===== config.mk =====
export PLATFORM = sky130hd
export DESIGN_NAME = fsync_reg_port
export DESIGN_NICKNAME = d
export VERILOG_FILES = /design/src/rtl/fsr_pkg.sv /design/src/rtl/fsr_sync.sv /design/src/rtl/fsr_seq.sv /design/src/rtl/fsr_regfile.sv /design/src/rtl/fsync_reg_port.sv
export SDC_FILE = /design/constraint.sdc
export NUM_CORES = 1
export LEC_CHECK = 0
export ABC_AREA = 1
export BUFFER_PORTS_ARGS = -buffer_cell sky130_fd_sc_hd__buf_2
export CAP_MARGIN = 20
export CORE_MARGIN = 2
export CORE_UTILIZATION = 51
export DETAILED_ROUTE_END_ITERATION = 10
export PLACE_DENSITY = 0.81
export SLEW_MARGIN = 0
export SYNTH_ARGS = -nofsm -noshare
export SYNTH_HDL_FRONTEND = slang
export SYNTH_SLANG_ARGS = --single-unit

===== constraint.sdc =====
create_clock -name clk -period 1.6 [get_ports clk]
set_input_delay 0 -clock clk [delete_from_list [all_inputs] [get_ports clk]]
set_output_delay 0 -clock clk [all_outputs]
set_load 0.02 [all_outputs]

===== src/rtl/fsr_pkg.sv =====
package fsr_pkg;

    typedef enum logic [1:0] {
        SEQ_IDLE  = 2'd0,
        SEQ_SHIFT = 2'd1,
        SEQ_HOLD  = 2'd2
    } seq_state_e;

endpackage


===== src/rtl/fsr_sync.sv =====
module fsr_sync #(
    parameter int          W       = 3,
    parameter int          STAGES  = 2,
    parameter logic [W-1:0] RST_VAL = '0
) (
    input  logic         clk,
    input  logic         rst_n,
    input  logic [W-1:0] async_i,
    output logic [W-2:0] level_o,
    output logic         rise0_o
);

    typedef struct packed {
        logic [STAGES-1:0][W-1:0] pipe;
        logic                     last0;
    } sync_t;

    sync_t sync_d, sync_q;

    always_comb begin
        sync_d         = sync_q;
        sync_d.pipe[0] = async_i;
        for (int i = 1; i < STAGES; i++) begin
            sync_d.pipe[i] = sync_q.pipe[i-1];
        end
        sync_d.last0 = sync_q.pipe[STAGES-1][0];
    end

    always_ff @(posedge clk or negedge rst_n) begin
        if (!rst_n) begin
            sync_q.pipe  <= {STAGES{RST_VAL}};
            sync_q.last0 <= RST_VAL[0];
        end else begin
            sync_q <= sync_d;
        end
    end

    assign level_o = sync_q.pipe[STAGES-1][W-1:1];
    assign rise0_o = sync_q.pipe[STAGES-1][0] & ~sync_q.last0;

    AST_RISE_ONE_CYCLE: assert property (@(posedge clk) disable iff (!rst_n)
        rise0_o |=> !rise0_o);

endmodule


===== src/rtl/fsr_seq.sv =====
module fsr_seq
    import fsr_pkg::*;
#(
    parameter int ADDR_W = 3,
    parameter int DATA_W = 8
) (
    input  logic              clk,
    input  logic              rst_n,
    input  logic              fs_rise,
    input  logic              sden_n,
    input  logic              sdin,
    input  logic              read_armed,
    input  logic [DATA_W-1:0] rd_data,
    output logic              wr_en,
    output logic [ADDR_W-1:0] wr_addr,
    output logic [DATA_W-1:0] wr_data,
    output logic              clr_read,
    output logic              dout,
    output logic              oe
);

    localparam int TOTAL = ADDR_W + DATA_W;
    localparam int CNT_W = $clog2(TOTAL + 1);
    localparam logic [CNT_W-1:0] CNT_ONE   = CNT_W'(1);
    localparam logic [CNT_W-1:0] CNT_LAST  = CNT_W'(TOTAL - 1);
    localparam logic [CNT_W-1:0] CNT_DATA0 = CNT_W'(ADDR_W);
    localparam logic [CNT_W-1:0] CNT_MAX   = CNT_W'(TOTAL);

    typedef struct packed {
        seq_state_e        state;
        logic [CNT_W-1:0]  cnt;
        logic [TOTAL-2:0]  shin;
        logic              rd;
        logic [DATA_W-1:0] tx;
        logic              dout;
        logic              oe;
    } seq_t;

    seq_t seq_d, seq_q;
    logic [TOTAL-1:0] shin_nx;
    logic [CNT_W-1:0] cnt_nx;

    assign shin_nx = {seq_q.shin, sdin};
    assign cnt_nx  = seq_q.cnt + 1'b1;
    assign wr_addr = shin_nx[TOTAL-1 -: ADDR_W];
    assign wr_data = shin_nx[DATA_W-1:0];

    always_comb begin
        seq_d    = seq_q;
        wr_en    = 1'b0;
        clr_read = 1'b0;
        if (sden_n) begin
            seq_d.state = SEQ_IDLE;
            seq_d.cnt   = '0;
            seq_d.rd    = 1'b0;
            seq_d.oe    = 1'b0;
            seq_d.dout  = 1'b0;
        end else if (fs_rise) begin
            case (seq_q.state)
                SEQ_IDLE: begin
                    seq_d.state = SEQ_SHIFT;
                    seq_d.cnt   = CNT_ONE;
                    seq_d.shin  = shin_nx[TOTAL-2:0];
                    seq_d.rd    = read_armed;
                    seq_d.oe    = read_armed;
                    seq_d.tx    = rd_data;
                    seq_d.dout  = 1'b0;
                    clr_read    = read_armed;
                end
                SEQ_SHIFT: begin
                    seq_d.shin = shin_nx[TOTAL-2:0];
                    seq_d.cnt  = cnt_nx;
                    if (seq_q.cnt == CNT_LAST) begin
                        seq_d.state = SEQ_HOLD;
                        seq_d.dout  = 1'b0;
                        wr_en       = ~seq_q.rd;
                    end else if (seq_q.rd && (cnt_nx >= CNT_DATA0)) begin
                        seq_d.dout = seq_q.tx[DATA_W-1];
                        seq_d.tx   = {seq_q.tx[DATA_W-2:0], 1'b0};
                    end else begin
                        seq_d.dout = 1'b0;
                    end
                end
                default: begin
                end
            endcase
        end
    end

    always_ff @(posedge clk or negedge rst_n) begin
        if (!rst_n) begin
            seq_q <= '{state: SEQ_IDLE, default: '0};
        end else begin
            seq_q <= seq_d;
        end
    end

    assign dout = seq_q.dout;
    assign oe   = seq_q.oe;

    AST_CNT_IN_RANGE: assert property (@(posedge clk) disable iff (!rst_n)
        seq_q.cnt <= CNT_MAX);
    AST_OE_DROPS_ON_EN: assert property (@(posedge clk) disable iff (!rst_n)
        sden_n |=> !seq_q.oe);
    AST_OE_STARTS_AT_EDGE: assert property (@(posedge clk) disable iff (!rst_n)
        $rose(seq_q.oe) |-> $past(fs_rise));
    AST_PIN_QUIET_AS_INPUT: assert property (@(posedge clk) disable iff (!rst_n)
        !seq_q.oe |-> !seq_q.dout);

endmodule


===== src/rtl/fsr_regfile.sv =====
module fsr_regfile #(
    parameter int ADDR_W = 3,
    parameter int DATA_W = 8
) (
    input  logic                            clk,
    input  logic                            rst_n,
    input  logic                            we,
    input  logic [ADDR_W-1:0]               waddr,
    input  logic [DATA_W-1:0]               wdata,
    input  logic                            clr_read,
    output logic [(1<<ADDR_W)*DATA_W-1:0]   regs_o,
    output logic                            read_armed,
    output logic [DATA_W-1:0]               rd_data
);

    localparam int NREG    = 1 << ADDR_W;
    localparam int CMD_IDX = NREG - 1;
    localparam int RFLAG   = ADDR_W;
    localparam logic [ADDR_W-1:0] CMD_ADDR = ADDR_W'(NREG - 1);

    typedef struct packed {
        logic [NREG-1:0][DATA_W-1:0] regs;
    } rf_t;

    rf_t rf_d, rf_q;

    always_comb begin
        rf_d = rf_q;
        if (we) begin
            rf_d.regs[waddr] = wdata;
            if ((waddr == CMD_ADDR) && (wdata[ADDR_W-1:0] == CMD_ADDR)) begin
                rf_d.regs[CMD_IDX][RFLAG] = 1'b0;
            end
        end
        if (clr_read) begin
            rf_d.regs[CMD_IDX][RFLAG] = 1'b0;
        end
    end

    always_ff @(posedge clk or negedge rst_n) begin
        if (!rst_n) begin
            rf_q <= '0;
        end else begin
            rf_q <= rf_d;
        end
    end

    assign regs_o     = rf_q.regs;
    assign read_armed = rf_q.regs[CMD_IDX][RFLAG];
    assign rd_data    = rf_q.regs[rf_q.regs[CMD_IDX][ADDR_W-1:0]];

    AST_FLAG_NEVER_SELF: assert property (@(posedge clk) disable iff (!rst_n)
        rf_q.regs[CMD_IDX][RFLAG] |-> (rf_q.regs[CMD_IDX][ADDR_W-1:0] != CMD_ADDR));

    for (genvar gi = 0; gi < NREG; gi++) begin : g_hold_chk
        AST_UNTOUCHED_HOLDS: assert property (@(posedge clk) disable iff (!rst_n)
            (!(we && (waddr == ADDR_W'(gi))) && !(clr_read && (gi == CMD_IDX)))
            |=> $stable(rf_q.regs[gi]));
    end

endmodule


===== src/rtl/fsync_reg_port.sv =====
module fsync_reg_port #(
    parameter int ADDR_W      = 3,
    parameter int DATA_W      = 8,
    parameter int SYNC_STAGES = 2
) (
    input  logic                          clk,
    input  logic                          rst_n,
    input  logic                          fsync_i,
    input  logic                          sden_n_i,
    input  logic                          sdata_i,
    output logic                          sdata_o,
    output logic                          sdata_oe_o,
    output logic [(1<<ADDR_W)*DATA_W-1:0] regs_o
);

    logic [1:0]        lvl_w;
    logic              fs_rise_w;
    logic              wr_en_w;
    logic [ADDR_W-1:0] wr_addr_w;
    logic [DATA_W-1:0] wr_data_w;
    logic              clr_read_w;
    logic              read_armed_w;
    logic [DATA_W-1:0] rd_data_w;

    fsr_sync #(
        .W       (3),
        .STAGES  (SYNC_STAGES),
        .RST_VAL (3'b010)
    ) u_sync (
        .clk     (clk),
        .rst_n   (rst_n),
        .async_i ({sdata_i, sden_n_i, fsync_i}),
        .level_o (lvl_w),
        .rise0_o (fs_rise_w)
    );

    fsr_seq #(
        .ADDR_W (ADDR_W),
        .DATA_W (DATA_W)
    ) u_seq (
        .clk        (clk),
        .rst_n      (rst_n),
        .fs_rise    (fs_rise_w),
        .sden_n     (lvl_w[0]),
        .sdin       (lvl_w[1]),
        .read_armed (read_armed_w),
        .rd_data    (rd_data_w),
        .wr_en      (wr_en_w),
        .wr_addr    (wr_addr_w),
        .wr_data    (wr_data_w),
        .clr_read   (clr_read_w),
        .dout       (sdata_o),
        .oe         (sdata_oe_o)
    );

    fsr_regfile #(
        .ADDR_W (ADDR_W),
        .DATA_W (DATA_W)
    ) u_rf (
        .clk        (clk),
        .rst_n      (rst_n),
        .we         (wr_en_w),
        .waddr      (wr_addr_w),
        .wdata      (wr_data_w),
        .clr_read   (clr_read_w),
        .regs_o     (regs_o),
        .read_armed (read_armed_w),
        .rd_data    (rd_data_w)
    );

    AST_FLAG_GONE_ON_DRIVE: assert property (@(posedge clk) disable iff (!rst_n)
        $rose(sdata_oe_o) |-> !read_armed_w);
    AST_NO_WRITE_WHILE_DRIVING: assert property (@(posedge clk) disable iff (!rst_n)
        sdata_oe_o |-> !wr_en_w);

endmodule


==> results.toml, run 1 <==
[clock_tree]
path_clk_slew_ns = 0.09
cts-buffers-inserted = 9
clock_sinks = 97
clockRootBuffer = "clkbuf_8"
cts_max_level = 3
clock_latency_ns = 0.38
clock_path_buffers = 2
cts_tree = "yes"

[power_and_ir_drop]
power.internal_mw = 3.33
power_density_mw_per_mm2 = 832
pwr-share-clk_pct = 35.6
p_leak_nw = 2.86
switching_share_pct = 28.2
ir_drop_uv = 446
pwr-share-seq_pct = 55.3
combPwrFrac_pct = 9.1
p_sw_mw = 1.31

[detailed_routing]
drt-initial-drc-count = 405
wl_per_cell_um = 16.2
ant_nets = 0
via_count = 4179
wl_um = 12200
drt-pass1-iter-count = 6
drc_errors = 0
vias_per_cell = 5.56

[die]
start_util_pct = 52.6
ios = 71
row_count = 34
die_y_um = 98.8
die_w_um = 98.8
core_area_mm2 = 0.00872
die_area_mm2 = 0.00976

[grt]
grt.overflow.total = 0
grt_max_degree = 42
grt_pass1_wl_um = 19000
antenna_found_initial = 0
track_usage_pct = 25.0
first_global_vias = 3817

[setup_path]
end_kind = "flip-flop"
slowest_stage = "dfrtp_1"
rr_startpoint = "u_seq.seq_q[21]"
critical_path.cell_chain = "inv_2 -> ha_4 -> nand3_4 -> nor2_4 -> nand2_4 -> nor2_8 -> buf_12 -> nand2_8 -> nand2_2 -> o21ai_2"
critical_path_class = "flip-flop to flip-flop"
critPathRequiredTime_ns = 1.85
cp-start-kind = "flip-flop"
arrival_ns = 1.92
critical_path_buf_inv_count = 2
cpPeakStageDelay_ns = 0.40
reg2regPathDepth = 10
timing.rr.end = "u_rf.regs_o[21]"
worstPathMaxFanout = 8
r2r_setup_slack_ns = -0.07
critical-path-top-delay-family = "simple AND/OR/NAND/NOR gates"

[layout]
nets = 646
syn_to_final_growth_pct = 21.8
fillers = 698
drive_gt1_share_pct = 27.2
diodes = 0

[placed_design]
gp_congestion = 0.895
post-dp-hpwl_um = 8010
pre_cts_slack_ns = -0.0560
io_buffer_count = 70

[sta]
whs_ns = 0.141
fin_ws_ns = -0.0670
fmax_mhz = 600
setup_viol = 26
period_minus_slack_ns = 1.67
slew_headroom_pct = 56.3
tightest_slew_ns = 0.654
finalCritPeriodShare_pct = 104
hold_viol = 0
finalMaxSlewViolations = 0
fin_skew_ns = 0.0124
rsz0062_at_grt = "yes"

[logic_synthesis]
synth_area_per_cell_um2 = 8.37
ys_ff_latch = 97
netlist_area_mm2 = 0.00458
ys_warn_count = 0
synth_sequential_area_ratio_pct = 53.0
synth_fp_nets = 555
synthCells = 548
synth_cell_types = 30

[outcome]
outcome = "finished with violations"
violations = "setup timing"

[flow_run]
cap_viol_max_count = 0

[worst_hold_path]
hold_class = "input port to asynchronous set/reset pin"
## repair_timing
action                     CTS  global route
setup endpoints to repair   55            71
gates cloned                 1             2
pin swaps                    4             4
setup buffers                3             5
hold buffers                 4             0
resized for setup            7            32
hold endpoints to repair    41             0
## cell type report
cell class	count	area [µm²]	area share, %
Clock buffer	9	124	2.22
Tap cell	108	135	2.42
Timing Repair Buffer	98	634	11.4
Inverter	52	195	3.50
Sequential cell	97	2430	43.6
Clock inverter	7	78.8	1.41
Multi-Input combinational cell	381	1980	35.5
## Yosys cell counts (all sizes together)
| master | n | area [µm²] |
|---|---|---|
| nand2 | 191 | 782 |
| dfrtp | 95 | 2380 |
| a21oi | 3 | 15.0 |
| o22ai | 1 | 6.26 |
| nand4 | 1 | 6.26 |
| nand3b | 3 | 22.5 |
| inv | 50 | 188 |
| or2 | 5 | 31.3 |
| nand3 | 51 | 260 |
| clkbuf | 5 | 18.8 |
| nor3 | 1 | 10.0 |
| ha | 2 | 25.0 |
| dfstp | 2 | 52.6 |
| o211ai | 5 | 37.5 |
| clkinv | 2 | 7.51 |
| buf | 16 | 130 |
| nor2 | 36 | 185 |
| o21ai | 79 | 429 |
## through the flow
step / setup TNS, ns / total power, mW / util [%] / cell area, µm² / cells
after global placement: 0 / 3.01 / 58.1 / 5070 / 721
after floorplan: 0 / 2.80 / - / 4600 / 548
final: -0.730 / 4.64 / 64.0 / 5580 / 752
after detailed placement: -1.37 / 3.01 / 58.1 / 5070 / 721
after global routing: -5.45 / 4.82 / 64.0 / 5580 / 752
after CTS: -0.146 / 4.65 / 61.8 / 5390 / 745
## power groups by stage
stage / Combinational, mW / Clock (mW) / Sequential, mW
2_1_floorplan: 0.196 / 0 / 2.61
3_3_place_gp: 0.395 / 0 / 2.61
3_5_place_dp: 0.399 / 0 / 2.61
4_1_cts: 0.413 / 1.67 / 2.57
5_1_grt: 0.462 / 1.78 / 2.58
6_report: 0.425 / 1.65 / 2.57
## metal layers
| metal | up-vias | track usage (%) | routed length (µm) |
|---|---|---|---|
| met5 | - | 0 | 0 |
| met3 | 35 | 6.24 | 955 |
| met2 | 229 | 39.1 | 5880 |
| li1 | 1941 | - | - |
| met1 | 1974 | 34.3 | 4990 |
| met4 | 0 | 8.43 | 340 |
## worst max-delay path by stage
| stage | slack, ns | endpoint | startpoint | depth (start not counted) |
|---|---|---|---|---|
| final | -0.07 | u_rf.regs_o[21] | u_seq.seq_q[21] | 10 |
| after global routing | -0.12 | u_rf.regs_o[21] | u_seq.seq_q[21] | 10 |
| after CTS | -0.02 | u_rf.regs_o[17] | u_seq.seq_q[21] | 10 |
| after detailed placement | -0.06 | u_rf.regs_o[7] | u_seq.seq_q[21] | 9 |
| after global placement | 0.01 | u_rf.regs_o[60] | u_seq.seq_q[21] | 9 |
| after floorplan | 0.009 | u_rf.regs_o[19] | u_seq.seq_q[21] | 10 |
## placed cells by master, fill, tap and decap left out, types with 2 or more instances in the layout
cell             n
nand2_4         12
clkinv_2         2
nand2_1        165
inv_8            2
nand2_8          3
clkbuf_8         9
nor2_2           2
dfstp_2          2
o21ai_2         12
inv_1           46
nand3_4          2
dfrtp_1         93
buf_12           4
nor2_1          30
clkinv_1         2
buf_4           18
nor2_8           2
buf_6            3
o21ai_1         51
a21oi_1          3
nand3_1         48
dlygate4sd3_1    4
nand2_2         14
inv_2            4
dfrtp_2          2
or2_2            5
o21ai_0         16
o211ai_1         5
nor2_4           2
nand3b_1         3
buf_2           69
## sequential cells by signal (all words and copies together) (netlist names)
| register | cells |
|---|---|
| u_rf.read_armed | 1 |
| u_rf.regs_o | 63 |
| u_seq.dout | 1 |
| u_seq.oe | 1 |
| u_seq.seq_q | 14 |
| u_seq.wr_addr | 3 |
| u_seq.wr_data | 7 |
| u_sync.level_o | 2 |
| u_sync.sync_d | 4 |
| u_sync.sync_q | 1 |
## cell families (layout without fill, tap and decap cells)
logic type,Yosys count,in the layout,share of synthesized area (%)
adder cells (fa/ha/maj),2,2,0.546
flip-flops,97,97,53.0
buffers and inverters,73,166,7.51
AND/OR/NAND/NOR,288,291,28.3
AO/OA/AOI/OAI,88,88,10.6
Note: power is estimated with default switching activity, not from simulation.
==> run 2: changes to the inputs <==
--- a/config.mk
+++ b/config.mk
@@ -15,4 +15,5 @@
 export SLEW_MARGIN = 0
 export SYNTH_ARGS = -nofsm -noshare
 export SYNTH_HDL_FRONTEND = slang
+export SYNTH_HIERARCHICAL = 1
 export SYNTH_SLANG_ARGS = --single-unit
==> run 2 against run 1 <==
The flow still finishes with violations (setup timing). Clock-buffer cell count increased by 2. Synthesized cell count increased by 7.7%. Final area increased by 1.1%. Sequential power is essentially flat. First-iteration DRC count decreased by 30%. Non-clock buffer count increased by 10. Total power shrank 0.93%. Utilization grew 0.39 points. Worst hold slack got worse by 0.0060 ns. Clock power hardly changed. Die area rose by 1.1%. Clock skew decreased by 0.0028 ns.
==> results.toml, run 2 <==
[outcome]
outcome = "finished with violations"
violations = "setup timing"

[power_and_ir_drop]
power.internal_mw = 3.37
power_density_mw_per_mm2 = 815
p_sw_mw = 1.23
pwr-share-clk_pct = 35.6
switching_share_pct = 26.7
p_leak_nw = 2.92
combPwrFrac_pct = 8.1
ir_drop_uv = 603
pwr-share-seq_pct = 56.3

[clock_tree]
clock_sinks = 97
clock_path_buffers = 2
cts-buffers-inserted = 9
cts_tree = "yes"
clock_latency_ns = 0.36
path_clk_slew_ns = 0.09
cts_max_level = 3
clockRootBuffer = "clkbuf_8"

[logic_synthesis]
ys_ff_latch = 97
synth_cell_types = 26
synth_top_area_cell = "dfrtp_1"
yosys-mux-area-fraction_pct = 0
synthAdderAreaFrac_pct = 0.810
synth_fp_nets = 598
synth_xor_area_share_pct = 0
synthArstFlopShare_pct = 100
synth-compound-area-share_pct = 8.69
synth_sequential_area_ratio_pct = 52.4
ys_top_cells_by_count = "nand2_1, dfrtp_1, o21ai_0"
synth_ff_type = "dfrtp_1"
synth_top_area_share_pct = 51.3
synth_edf_count = 0
synth_top_family_by_area = "simple AND/OR/NAND/NOR gates"
ys_warn_count = 6
synth_area_per_cell_um2 = 7.86
synthCells = 590
synth_area_leaders = "dfrtp_1, nand2_1, o21ai_0"
netlist_area_mm2 = 0.00464
synth_simple_gate_area_share_pct = 27.2
synth.most_common_cell = "nand2_1"

[die]
row_count = 34
die_w_um = 99.3
start_util_pct = 52.9
die_area_mm2 = 0.00987
core_area_mm2 = 0.00876
die_y_um = 99.3
ios = 71

[sta]
fin_skew_ns = 0.00963
rsz0062_at_grt = "yes"
finalCritPeriodShare_pct = 106
tns_ns = -1.56
slew_headroom_pct = 67.6
finalMaxSlewViolations = 0
fin_ws_ns = -0.0946
period_minus_slack_ns = 1.69
tightest_slew_ns = 0.486
setup_viol = 43
hold_viol = 0
fmax_mhz = 590

[detailed_routing]
vias_per_cell = 5.37
drc_errors = 0
drt-pass1-iter-count = 8
via_count = 4230
ant_nets = 0
wl_per_cell_um = 15.7
drt-initial-drc-count = 285
wl_um = 12400

[grt]
track_usage_pct = 25.2
grt_max_degree = 40
grt_pass1_wl_um = 19400
first_global_vias = 3871
antenna_found_initial = 0
grt.overflow.total = 0

[setup_path]
arrival_ns = 1.93
critical_path_class = "flip-flop to flip-flop"
slowest_stage = "dfrtp_1"
cpPeakStageDelay_ns = 0.40
end_kind = "flip-flop"
critical_path_buf_inv_count = 3
cp-start-kind = "flip-flop"
critPathRequiredTime_ns = 1.84
worstPathMaxFanout = 8
critical-path-top-delay-family = "simple AND/OR/NAND/NOR gates"
critical_path.cell_chain = "inv_2 -> ha_4 -> nand3_4 -> nor3_4 -> inv_2 -> nor2_4 -> buf_12 -> nand3_4 -> nand2_1 -> o21ai_1"

[placed_design]
gp_congestion = 0.882
dp.cells = 760
io_buffer_count = 70
post-dp-hpwl_um = 8470

[layout]
fin_cells = 788
nets = 683
drive_gt1_share_pct = 25.4
final_cell_mix = "nand2_1, dfrtp_1, buf_2, inv_1, o21ai_0"
diodes = 0
mostFrequentLayoutCell = "nand2_1"
largest_reg_flops = 63
syn_to_final_growth_pct = 21.7
fillers = 754

[worst_hold_path]
hold_class = "input port to asynchronous set/reset pin"

[flow_run]
cap_viol_max_count = 0
-- run 2: kinds of logic after synthesis --
family | after synthesis
AOI/OAI and AO/OA | 78
buffers and inverters | 105
and+or+nand+nor | 307
adders and majority gates | 3
DFF | 97
-- run 2: stage by stage --
stage | setup slack (ns) | power, mW | utilization [%] | hold WS, ns | instance area (µm²)
6_report | -0.0946 | 4.60 | 64.4 | 0.135 | 5640
5_1_grt | -0.198 | 4.77 | 64.4 | 0.182 | 5640
4_1_cts | -0.0912 | 4.60 | 63.0 | 0.140 | 5520
3_5_place_dp | -0.119 | 2.96 | 58.9 | -0.00514 | 5160
3_3_place_gp | -0.0736 | 2.95 | 58.9 | -0.0113 | 5160
2_1_floorplan | -0.0110 | 2.83 | - | -0.296 | 4680
-- run 2: path summary, 6_finish.rpt --
| kind | start | to | slack (ns) | cells past startpoint |
|---|---|---|---|---|
| setup / recovery | u_seq/seq_q[21] | u_rf/regs_o[55] | -0.09 | 10 |
| hold / removal | rst_n | u_rf/regs_o[30] | 0.13 | 2 |
| setup reg to reg | u_seq/seq_q[21] | u_rf/regs_o[55] | -0.09 | 10 |
| hold reg to reg | u_sync/sync_d[4] | u_sync/sync_d[0] | 0.35 | 0 |
| max in group asynchronous | rst_n | u_sync/level_o[0] | 0.80 | 3 |
| min in group clk | sden_n_i | u_sync/sync_d[5] | 0.27 | 2 |
-- run 2: final cells by class --
type | instances | area, µm² | share of cell area, %
clock buffers | 11 | 141 | 2.51
clock inverters | 5 | 62.6 | 1.11
inverters | 70 | 263 | 4.66
multi-input cells | 389 | 1890 | 33.6
flip-flops and latches | 97 | 2430 | 43.1
well taps | 108 | 135 | 2.39
repair buffers | 108 | 717 | 12.7
-- run 2: timing repair --
item,CTS,global route
gates cloned,1,0
hold endpoints to repair,63,0
pin swaps,9,11
buffers inserted,4,4
hold buffers,4,0
setup endpoints to repair,56,72
resized for setup,28,35
-- run 2: power by group through the flow --
stage	combinational, mW	clock, mW	sequential [mW]
6_report	0.374	1.64	2.59
5_1_grt	0.404	1.77	2.60
4_1_cts	0.355	1.66	2.59
3_5_place_dp	0.331	0	2.63
3_3_place_gp	0.321	0	2.63
2_1_floorplan	0.239	0	2.59
-- run 2: per-layer routing --
metal / routed length [µm] / global-route usage [%] / up-vias
met4: 279 / 9.38 / 0
li1: - / - / 2003
met3: 1090 / 6.04 / 37
met2: 5810 / 38.8 / 218
met5: 0 / 0 / -
met1: 5180 / 35.1 / 1972
==> run 3: changes to the inputs <==
--- a/config.mk
+++ b/config.mk
@@ -11,7 +11,7 @@
 export CORE_MARGIN = 2
 export CORE_UTILIZATION = 51
 export DETAILED_ROUTE_END_ITERATION = 10
-export PLACE_DENSITY = 0.81
+export PLACE_DENSITY = 0.72
 export SLEW_MARGIN = 0
 export SYNTH_ARGS = -nofsm -noshare
 export SYNTH_HDL_FRONTEND = slang
==> run 3 against run 2 <==
The run still ends with setup timing left. Register-to-register slack barely moved. Clock-buffer cell count fell by 1. Setup slack improved by 0.0044 ns. Critical endpoint is now u_rf/regs_o[29]. Clock power fell by 2%. Sequential share of layout area fell by 0.86 points. Via count fell by 0.73%. Sequential cell count did not move. Utilization rose by 1.3 points. Sequential power barely moved. Final cell count rose by 0.51%. Routed wire length rose by 3.1%. Die area did not move. Largest cell class unchanged. Largest power group unchanged.
==> results.toml, run 3 (synthesis results as in run 2) <==
[flow_run]
cap_viol_max_count = 0

[placed_design]
post-dp-hpwl_um = 8720
dpl_cell_area_mm2 = 0.00518
gp_congestion = 0.935
dp.cells = 759
io_buffer_count = 70

[clock_tree]
cts-buffers-inserted = 9
clock_latency_ns = 0.37
clock_sinks = 97
cts_max_level = 3
path_clk_slew_ns = 0.10
clock_path_buffers = 2
cts_tree = "yes"
clockRootBuffer = "clkbuf_8"

[setup_path]
critical_path_class = "flip-flop to flip-flop"
worstPathMaxFanout = 16
arrival_ns = 1.92
critPathRequiredTime_ns = 1.83
reg2regPathDepth = 5
timing.rr.end = "u_rf/regs_o[29]"
cp-start-kind = "flip-flop"
rr_startpoint = "u_seq/wr_addr[1]"
end_kind = "flip-flop"
r2r_setup_slack_ns = -0.09

[power_and_ir_drop]
ir_drop_uv = 424
p_leak_nw = 2.96
power_density_mw_per_mm2 = 796

[sta]
fmax_mhz = 592
fin_skew_ns = 0.0163
slew_headroom_pct = 69.3
rsz0062_at_grt = "yes"
hold_viol = 0
fin_ws_ns = -0.0902
tightest_slew_ns = 0.460
setup_viol = 61
finalMaxSlewViolations = 0
period_minus_slack_ns = 1.69
finalCritPeriodShare_pct = 106

[detailed_routing]
wl_um = 12700
drt-initial-drc-count = 381
drc_errors = 0
wl_per_cell_um = 16.1
drt-pass1-iter-count = 6
ant_nets = 0
via_count = 4199
vias_per_cell = 5.30

[grt]
grt_max_degree = 30
antenna_found_initial = 0
first_global_vias = 3898
track_usage_pct = 26.2
grt.overflow.total = 0
grt_pass1_wl_um = 20000

[layout]
final_area_mm2 = 0.00576
mostFrequentLayoutCell = "nand2_1"
syn_to_final_growth_pct = 24.2
largest_reg_flops = 63
nets = 687
diodes = 0
final_cell_mix = "nand2_1, dfrtp_1, buf_2, inv_1, o21ai_0"
fin_cells = 792
drive_gt1_share_pct = 27.3

[die]
ios = 71
die_area_mm2 = 0.00987
core_area_mm2 = 0.00876
die_y_um = 99.3
start_util_pct = 52.9
row_count = 34
die_w_um = 99.3

[worst_hold_path]
hold_class = "input port to asynchronous set/reset pin"

[outcome]
violations = "setup timing"
outcome = "finished with violations"
-- run 3: changes by cell type in the layout (fill, tap and decap cells not counted), moves of 3 or more --
| cell | change |
|---|---|
| nand2_1 | -6 |
| o21ai_2 | +6 |
| o21ai_1 | -7 |
| nand2_2 | +4 |
| buf_12 | +3 |
-- run 3: metrics by stage --
| step | power (mW) | hold WS, ns | setup TNS, ns | worst slack, ns | util, % |
|---|---|---|---|---|---|
| 6_report | 4.59 | 0.101 | -2.41 | -0.0902 | 65.7 |
| 5_1_grt | 4.76 | 0.121 | -9.63 | -0.207 | 65.7 |
| 4_1_cts | 4.59 | 0.105 | -2.70 | -0.0823 | 63.8 |
| 3_5_place_dp | 2.97 | -0.0398 | -6.45 | -0.198 | 59.1 |
| 3_3_place_gp | 2.96 | -0.0416 | -1.83 | -0.0850 | 59.1 |
| 2_1_floorplan | 2.83 | -0.296 | -0.0803 | -0.0110 | - |
-- run 3: worst max path at each step --
stage	slack, ns	cells past startpoint	to	start
after global placement	-0.08	10	u_rf/regs_o[31]	u_sync/sync_q[0]
after detailed placement	-0.20	10	u_rf/regs_o[25]	u_sync/sync_q[0]
after floorplan	-0.01	11	u_rf/regs_o[17]	u_sync/sync_q[0]
final	-0.09	5	u_rf/regs_o[29]	u_seq/wr_addr[1]
after global routing	-0.21	12	u_rf/regs_o[20]	u_sync/sync_d[0]
after CTS	-0.08	11	u_rf/regs_o[20]	u_sync/sync_q[0]
-- run 3: cell type report --
type / instances / area (µm²)
Fill cell: 730 / 3010
Sequential cell: 97 / 2430
Multi-Input combinational cell: 390 / 1970
Timing Repair Buffer: 111 / 769
Inverter: 70 / 263
Tap cell: 108 / 135
Clock buffer: 10 / 128
Clock inverter: 6 / 67.6
-- run 3: critical path, stage by stage (launching register included) --
cell and delay [ns]:
dfrtp_1 0.63, inv_1 0.08, nor2_1 0.36, nand2_2 0.27, nand2_1 0.13, o21ai_0 0.08
-- run 3: timing repair --
action | in CTS | in global routing
hold buffers | 4 | 0
endpoints found under the setup margin | 64 | 72
pin swaps | 6 | 9
setup buffers | 5 | 6
cloned | 2 | 0
resized for setup | 40 | 33
hold endpoints to repair | 98 | 0
-- run 3: metal layers --
layer  GRT usage [%]  vias up  wire, µm
met4            7.69        0       363
met5               0        -         0
met3            5.90       37      1080
met1            38.1     1962      5420
li1                -     2009         -
met2            39.9      191      5880
-- run 3: report_power, final --
part	internal, mW	switching, mW	total [mW]
combinational	0.0911	0.299	0.390
sequential	2.51	0.0831	2.59
clock	0.732	0.869	1.60
